[src/rtl/sleep_pkg.sv]
// Shared types for the sleep and wake-up controller.
// Assumes: none beyond a 2-bit control register layout.
package sleep_pkg;

    // Controller states; STARTUP is the deep-sleep start-up delay
    typedef enum logic [1:0] {
        S_RUN     = 2'd0,
        S_IDLE    = 2'd1,
        S_PDOWN   = 2'd2,
        S_STARTUP = 2'd3
    } sleep_state_t;

    // Control register layout: bit 1 depth, bit 0 arm
    typedef struct packed {
        logic deep;
        logic arm;
    } sleep_ctrl_t;

endpackage

[src/rtl/sleep_ctrl_reg.sv]
// Control register holding the sleep-arm and depth bits.
// Assumes: writes may happen at any time; nothing else modifies it.
module sleep_ctrl_reg
    import sleep_pkg::*;
(
    input  logic        clk,
    input  logic        rst_n,
    input  logic        wr,
    input  logic [1:0]  wdata,
    output sleep_ctrl_t ctrl
);

    // Load on write, hold otherwise
    always_ff @(posedge clk) begin
        if (!rst_n)
            ctrl <= '0;
        else if (wr)
            ctrl <= sleep_ctrl_t'(wdata);
    end

endmodule

[src/rtl/wake_detect.sv]
// Combines per-line interrupt requests into wake qualifiers.
// Assumes: irq_en already includes the global interrupt enable.
module wake_detect #(
    parameter int N_IRQ = 2
) (
    input  logic [N_IRQ-1:0] irq_req,
    input  logic [N_IRQ-1:0] irq_en,
    input  logic [N_IRQ-1:0] irq_level,
    output logic             any_hit,
    output logic             any_level_hit
);

    logic [N_IRQ-1:0] hit;
    logic [N_IRQ-1:0] lvl_hit;

    // Per-line qualification
    for (genvar i = 0; i < N_IRQ; i++) begin : g_line
        assign hit[i]     = irq_req[i] & irq_en[i];
        assign lvl_hit[i] = irq_req[i] & irq_en[i] & irq_level[i];
    end

    assign any_hit       = |hit;
    assign any_level_hit = |lvl_hit;

endmodule

[src/rtl/startup_timer.sv]
// Counts slow-clock ticks during the deep-sleep start-up delay.
// Assumes: tick is a one-cycle pulse synchronous to clk.
module startup_timer #(
    parameter int DELAY_TICKS = 16
) (
    input  logic clk,
    input  logic rst_n,
    input  logic clear,
    input  logic run,
    input  logic tick,
    output logic expired
);

    localparam int CNT_W = $clog2(DELAY_TICKS + 1);
    localparam logic [CNT_W-1:0] LIMIT = CNT_W'(DELAY_TICKS);

    logic [CNT_W-1:0] cnt;

    // Clear outside the delay, count ticks until the limit
    always_ff @(posedge clk) begin
        if (!rst_n || clear)
            cnt <= '0;
        else if (run && tick && cnt != LIMIT)
            cnt <= cnt + 1'b1;
    end

    assign expired = (cnt == LIMIT);

    assert_cnt_bound_R9: assert property (@(posedge clk) disable iff (!rst_n)
        cnt <= LIMIT);

endmodule

[src/rtl/sleep_wake_ctrl.sv]
// Sleep entry and wake-up state machine with clock-enable outputs.
// Assumes: sleep_op is a one-cycle strobe; rst_req is a reset event
// seen as a wake source, separate from this block's own rst_n.
module sleep_wake_ctrl
    import sleep_pkg::*;
#(
    parameter int N_IRQ       = 2,
    parameter int DELAY_TICKS = 16
) (
    input  logic             clk,
    input  logic             rst_n,
    input  logic             cfg_wr,
    input  logic [1:0]       cfg_wdata,
    output logic [1:0]       ctrl_q,
    input  logic             sleep_op,
    input  logic [N_IRQ-1:0] irq_req,
    input  logic [N_IRQ-1:0] irq_en,
    input  logic [N_IRQ-1:0] irq_level,
    input  logic             rst_req,
    input  logic             slow_tick,
    output logic             cpu_clk_en,
    output logic             per_clk_en,
    output logic             sleeping,
    output logic             wake_valid,
    output logic             wake_to_reset
);

    sleep_ctrl_t  ctrl;
    sleep_state_t state, nxt_state;
    logic         any_hit, any_level_hit, tmr_expired;
    logic         nxt_wake, nxt_to_reset;

    sleep_ctrl_reg u_reg (
        .clk   (clk),
        .rst_n (rst_n),
        .wr    (cfg_wr),
        .wdata (cfg_wdata),
        .ctrl  (ctrl)
    );

    wake_detect #(.N_IRQ(N_IRQ)) u_detect (
        .irq_req       (irq_req),
        .irq_en        (irq_en),
        .irq_level     (irq_level),
        .any_hit       (any_hit),
        .any_level_hit (any_level_hit)
    );

    startup_timer #(.DELAY_TICKS(DELAY_TICKS)) u_timer (
        .clk     (clk),
        .rst_n   (rst_n),
        .clear   (state != S_STARTUP),
        .run     (state == S_STARTUP),
        .tick    (slow_tick),
        .expired (tmr_expired)
    );

    // Next-state and wake-cause decision
    always_comb begin
        nxt_state    = state;
        nxt_wake     = 1'b0;
        nxt_to_reset = 1'b0;
        unique case (state)
            S_RUN: begin
                if (sleep_op && ctrl.arm)
                    nxt_state = ctrl.deep ? S_PDOWN : S_IDLE;
            end
            S_IDLE: begin
                if (rst_req || any_hit) begin
                    nxt_state    = S_RUN;
                    nxt_wake     = 1'b1;
                    nxt_to_reset = rst_req;
                end
            end
            S_PDOWN: begin
                if (rst_req) begin
                    nxt_state    = S_RUN;
                    nxt_wake     = 1'b1;
                    nxt_to_reset = 1'b1;
                end else if (any_level_hit) begin
                    nxt_state = S_STARTUP;
                end
            end
            S_STARTUP: begin
                if (rst_req) begin
                    nxt_state    = S_RUN;
                    nxt_wake     = 1'b1;
                    nxt_to_reset = 1'b1;
                end else if (tmr_expired) begin
                    nxt_state = any_level_hit ? S_RUN : S_PDOWN;
                    nxt_wake  = any_level_hit;
                end
            end
            default: nxt_state = S_RUN;
        endcase
    end

    // State and wake-report registers
    always_ff @(posedge clk) begin
        if (!rst_n) begin
            state         <= S_RUN;
            wake_valid    <= 1'b0;
            wake_to_reset <= 1'b0;
        end else begin
            state         <= nxt_state;
            wake_valid    <= nxt_wake;
            wake_to_reset <= nxt_to_reset;
        end
    end

    assign ctrl_q     = ctrl;
    assign sleeping   = (state != S_RUN);
    assign cpu_clk_en = (state == S_RUN);
    assign per_clk_en = (state == S_RUN) || (state == S_IDLE);

    assert_entry_gate_R3: assert property (@(posedge clk) disable iff (!rst_n)
        (state == S_RUN && sleep_op && !ctrl.arm) |=> !sleeping);

    assert_idle_clocks_R4: assert property (@(posedge clk) disable iff (!rst_n)
        (state == S_IDLE) |-> (!cpu_clk_en && per_clk_en));

    assert_deep_clocks_R5: assert property (@(posedge clk) disable iff (!rst_n)
        (state == S_PDOWN || state == S_STARTUP) |-> (!cpu_clk_en && !per_clk_en));

    assert_wake_pulse_R6: assert property (@(posedge clk) disable iff (!rst_n)
        wake_valid |=> !wake_valid);

    assert_deep_edge_ignored_R8: assert property (@(posedge clk) disable iff (!rst_n)
        (state == S_PDOWN && !rst_req) |=> sleeping);

    assert_no_early_wake_R9: assert property (@(posedge clk) disable iff (!rst_n)
        (state == S_STARTUP && !tmr_expired && !rst_req) |=> sleeping);

    assert_reset_wake_R10: assert property (@(posedge clk) disable iff (!rst_n)
        (sleeping && rst_req) |=> (wake_valid && wake_to_reset));

    assert_ctrl_held_R11: assert property (@(posedge clk) disable iff (!rst_n)
        !cfg_wr |=> $stable(ctrl_q));

endmodule

[config.mk]
export PLATFORM = sky130hd
export DESIGN_NAME = sleep_wake_ctrl
export DESIGN_NICKNAME = d
export VERILOG_FILES = /design/src/rtl/sleep_pkg.sv /design/src/rtl/sleep_ctrl_reg.sv /design/src/rtl/wake_detect.sv /design/src/rtl/startup_timer.sv /design/src/rtl/sleep_wake_ctrl.sv
export SDC_FILE = /design/constraint.sdc
export NUM_CORES = 1
export LEC_CHECK = 0
export BUFFER_PORTS_ARGS = -buffer_cell sky130_fd_sc_hd__buf_2
export CELL_PAD_IN_SITES_DETAIL_PLACEMENT = 1
export CELL_PAD_IN_SITES_GLOBAL_PLACEMENT = 2
export CORE_ASPECT_RATIO = 1.2
export CORE_MARGIN = 8
export CORE_UTILIZATION = 27
export DETAILED_ROUTE_END_ITERATION = 16
export GPL_TIMING_DRIVEN = 0
export PLACE_DENSITY = 0.88
export SLEW_MARGIN = 20
export SYNTH_ARGS = -nofsm -noshare
export SYNTH_HDL_FRONTEND = slang
export SYNTH_SLANG_ARGS = --single-unit
[constraint.sdc]
create_clock -name clk -period 3 [get_ports clk]
set_input_delay 0.3 -clock clk [delete_from_list [all_inputs] [get_ports clk]]
set_output_delay 0.3 -clock clk [all_outputs]
set_load 0.1 [all_outputs]
* Word level (Yosys, flattened, before mapping)
Cells that the tools add are included.
Storage, ports and cells: register bits after elaboration 11, bits of input ports 14, output and inout bits 7, logic and storage cells 50
Operators by class: add/subtract/negate cells 1, equality and inequality tests 10, mux-type cells 16, bitwise gates (word level) 4, reductions and logical operators 13
Operators by type and width (count):
- 2-bit two-way mux | 8
- 2-bit one-hot mux with 4 select lines | 1
- 3-bit != test (second input constant) | 2
- 2-bit OR reduction | 3
- 5-bit by 1-bit adder with 5-bit output (second input constant) | 1
- 5-bit equality test (second input constant) | 1
- 1-bit two-way mux | 5
- 5-bit != test (second input constant) | 1
- 1-bit bitwise AND | 4
- 2-bit equality test (second input constant) | 2
- 2-bit != test (second input constant) | 2
- 4-bit AND reduction | 1
- 1-bit logical AND | 3
- 1-bit logical OR | 3
- 1-bit one-hot mux with 3 select lines | 1
- 2-bit by 1-bit equality test with 1-bit output (second input constant) | 1
- 2-bit logical NOT | 1
- 2-bit by 1-bit != test with 1-bit output (second input constant) | 1
- 1-bit one-hot mux with 2 select lines | 1
- 2-bit nonzero test | 1
- 1-bit logical NOT | 1

* Longest topological paths before layout
depth in word-level cells 7, gate-level depth with buffers 5, gate-level depth less buffers 5

* Modules after synthesis
Synthesis repeated with hierarchy kept, for this count alone.
Second synthesis, totals: cells, all modules 69, area total of the unflattened synthesis 580.6 um2
By module, submodules not included:
- startup_timer | times used 1, cells each 30, area each 270.3 um2, sequential area each 100.1 um2
- sleep_wake_ctrl | times used 1, cells each 29, area each 215.2 um2, sequential area each 80.1 um2
- sleep_ctrl_reg | times used 1, cells each 6, area each 72.6 um2, sequential area each 40.0 um2
- wake_detect | times used 1, cells each 4, area each 22.5 um2, sequential area each 0.0 um2

* Worst setup path after synthesis
OpenSTA, ideal clock, no wires.
kind register -> register, start point register state[1], end point register wake_to_reset, setup time 0.120 ns, data arrival time 3.004 ns, data required time 2.880 ns, path slack -0.124 ns, stages on the path, launching flop included 4, path buffers 0, clock period less this slack 3.124 ns, cells stage by stage dfxtp_1 -> nor2_1 -> inv_1 -> and3_1
Between the ends: cells in the longest elaborated chain, start to end 3, elaborated cells between the ends (all ways) 5, those cells by class eq/ne: 3; mux: 1; reduce/logical: 1
Ends and longest elaborated chain:
- start: declaration | RTL line sleep_wake_ctrl.sv:29 | sleep_state_t state, nxt_state;
- start signal: assignment | RTL line sleep_wake_ctrl.sv:105 | state <= nxt_state;
- 2-bit equality test | RTL line sleep_wake_ctrl.sv:63 | unique case (state)
- 2-bit OR reduction (no line)
- 1-bit one-hot mux with 2 select lines (*) | RTL line sleep_wake_ctrl.sv:63
- end signal: assignment | RTL line sleep_wake_ctrl.sv:107 | wake_to_reset <= nxt_to_reset;
- end: declaration | RTL line sleep_wake_ctrl.sv:25 | output logic wake_to_reset
Mark *: on every way between the ends. The rest lies on a longest branch, timed or not. A chain may end at the register's enable or synchronous reset.

* Final worst setup path
start point register state[1], end point output sleeping
Between the ends: cells in the longest elaborated chain, start to end 1
Ends and longest elaborated chain:
- 2-bit nonzero test | RTL line sleep_wake_ctrl.sv:112 | assign sleeping = (state != S_RUN);
- end: declaration | RTL line sleep_wake_ctrl.sv:23 | output logic sleeping,
No other way between the ends.

==> reports/results.env <==
OUTCOME='completed'
FINALWORSTSETUPSLACK_PS=1440
GP_CONGESTION=0.809
WORST_R2R_PATH_DEPTH=5
CLOCK_LATENCY_LATE_SINK_PS=270
CTS_RESIZED=0
POWER.TOTAL_uW=313
SYNTH-WARNING-COUNT=0
END_KIND='primary output'
HOLD_PATH_STARTPOINT='cfg_wdata[0]'
POST-SYNTH-TOP-AREA-CELL='dfxtp_1'
YOSYS.CELL_COUNT.TOP_TYPE='dfxtp_1'
PLACE_WORST_SETUP_SLACK_PS=1500
FIN_CRIT_PS=1560
POSTSYNTH.ASYNCRESETSHARE_PCT=0
FINALWIRELENGTH_UM=1540
FINAL_MAX_SLEW_VIOL_COUNT=0
FLOORPLAN.DIE.HEIGHT_UM=64.9
PORTBUFFERS=20
TRITONCTS='yes'
POST_SYNTH_TOP_CELLS='11 x dfxtp_1, 6 x inv_1, 5 x nand3_1, 5 x nor2_1, 4 x a21oi_1'
POST_DP_HPWL_UM=1240
DRT_DRC_VIOLATIONS_LEFT=0
DIE_AREA_UM2=3680
PIN_COUNT_OF_THE_BIGGEST_NET_ENTERING_GLOBAL_ROUTING=7
YOSYSSEQAREASHARE_PCT=40.9
HOLD_SLACK_PS=265
YOSYS_REGISTER_BITS=11
CTS_MADE_BUFFERS=3
MIN_PATH_CELLS=3
FLOORPLAN.INITIALDENSITY_PCT=29.1
FINAL.SETUP_SKEW_PS=0.693
POWER_PER_CELL_AREA_nW_PER_UM2=453
ANT_NETS=0
SETUP_VIOL=0
NET_COUNT_AFTER_SYNTHESIS=76
STATIC-LEAKAGE-POWER_nW=0.291
SYN_AVG_CELL_AREA_UM2=8.97
WIRELENGTH_MET1_UM=580
FINISH.CELL_COUNT_WITHOUT_FILLERS=103
POSTCTSSETUPBUFFERS=0
IO_PINS=21
RR_STARTPOINT='u_timer.cnt[0]'
CAP_VIOL_MAX_COUNT=0
WIRE_LENGTH_OF_THE_FIRST_GLOBAL_ROUTING_PASS_UM=2540
FF2FF_SETUP_SLACK_PS=1490
TIMING.MAX_SLEW.REL_SLACK_PCT=67.4
POST_ROUTE_CELLS_DRIVE_ABOVE_1_SHARE_PCT=31.0
CELL_ROW_COUNT=17
LAYOUT-AREA-OVERHEAD-VS-SYNTH_PCT=28.4
SYN_INST=60
ROUTE.DETAILED.VIAS_PER_INST=5.45
YOSYS-TOP-CELLS-AREA='dfxtp_1 41%, ha_1 4.7%, nand3_1 4.7%'
CRIT_PATH_MAX_FANOUT=6
GROUTE.USAGE.OVERALL_PCT=8.53
HOLDBUFCOUNTCTS=0
HOLD_VIOLATIONS=0
CP_DATA_ARRIVAL_TIME_PS=1260
FLOORPLAN_CORE_AREA_UM2=1850
WORSTSETUPPATHTYPE='reg2out'
PLACED_CELLS_INCL_TAPS=99
CTS-ROOT-BUF='clkbuf_4'
N_ANTENNA_CELL=0
WORST_R2R_ENDPOINT='u_timer.cnt[2]'
WORST_EP_REQUIRED_TIME_PS=2700
ROUTED-VIA-COUNT=561
CRIT_PATH_START_KIND='register'
H-TREE-DEPTH=1
RSZ_0062_RAISED_AFTER_GLOBAL_ROUTING='no'
MET3_LENGTH_UM=93
MAX_LAYER_USED='met4'
MAXCLOCKFREQUENCY_MHz=641
GLOBALROUTE.TOTALOVERFLOW=0
MIN-DELAY-PATH-CLASS='in2reg'
ROUTEDWLPERCELL_UM=15.0
FIRST_GLOBAL_VIAS=620
ROUTED-WL-MET2_UM=837
SYNTH_CELL_TYPES=27
POWER.IR.VDD_WORST_uV=246
GRT_ANTENNA_BEFORE_REPAIR=0
FIN_SETUP_TNS_PS=0
DETAIL_ROUTE.ITER0.VIOLATIONS=7
LAYOUT.NETS=101
DRT-PASS1-ITER-COUNT=4
DIE_WIDTH_UM=56.8
TIMING.FINAL.CRIT_SHARE_PCT=52.0
TRITONCTS_SINK_COUNT=11
WORST_HOLD_END='u_reg.ctrl[0]'
CLK_TRANSITION_REPORTED_PATHS_PS=70
SUMMED_INSTANCE_AREA_OF_THE_SYNTHESIZED_NETLIST_UM2=538
AREA_SHARE_OF_THE_LARGEST_CELL_TYPE_AFTER_SYNTHESIS_PCT=40.9
SYNTH-MAIN-FF-CELL='dfxtp_1'
SYNTH_EDF_COUNT=0
CLOCK_TREE.BUFFER_DEPTH=2
WORSTMARGINPINSLEW_PS=492
-- registers in the layout, indices dropped and copies added, names as in the netlist --
name,count
wake_valid,1
state,2
wake_to_reset,1
u_timer.cnt,5
u_reg.ctrl,2
-- worst max-delay path, cell delays in order (launching register included) --
cell and delay (ps):
dfxtp_1 450, nor2_2 60, inv_1 60, buf_2 420
-- power by group --
part | internal, mW | total [mW] | switching [mW] | leakage [nW]
Combinational | 0.0137 | 0.0564 | 0.0427 | 0.187
Sequential | 0.149 | 0.152 | 0.00279 | 0.0891
Clock | 0.0515 | 0.105 | 0.0536 | 0.0150
-- placed cells by master, fill, tap and decap left out, types with 3 or more instances in the layout --
cell,netlist,layout
buf_2,0,20
clkbuf_4,0,3
a21oi_1,4,4
nor2_1,5,4
nand3_1,5,5
inv_1,6,6
o21ai_0,3,3
dfxtp_1,11,11
-- cell type report --
cell class,count,area [um2]
Inverter,8,31.3
Sequential cell,11,220
Timing Repair Buffer,20,100
Fill cell,236,1160
Multi-Input combinational cell,41,289
Clock buffer,4,26.3
Tap cell,19,23.8
-- through the flow --
| step | utilization, % | cell area [um2] |
|---|---|---|
| after floorplan | - | 541 |
| after global placement | 35.9 | 664 |
| after detailed placement | 35.9 | 664 |
| after CTS | 37.3 | 691 |
| after global routing | 37.3 | 691 |
| final | 37.3 | 691 |
-- metal layers --
metal	track usage, %	vias up
met1	8.05	268
met3	2.73	6
met5	0	-
li1	-	272
met2	15.2	15
met4	5.88	0
-- cells by family after synthesis --
logic type,after synthesis,share of synthesized area (%)
AOI/OAI and AO/OA,15,19.5
buffers and inverters,8,5.81
adders and majority gates,2,4.65
xor gates and xnor gates,2,3.26
muxes,2,3.72
DFF,11,40.9
and+or+nand+nor,20,22.1
-- worst max-delay path by stage --
stage	startpoint	end	slack (ps)
after global placement	u_timer.cnt[0]	u_timer.cnt[2]	1540
after global routing	u_timer.cnt[0]	u_timer.cnt[2]	1360
final	state[1]	sleeping	1440
after detailed placement	u_timer.cnt[0]	u_timer.cnt[2]	1500
after CTS	state[1]	sleeping	1420
after floorplan	state[1]	wake_to_reset	600
(Power assumes the default switching activity.)
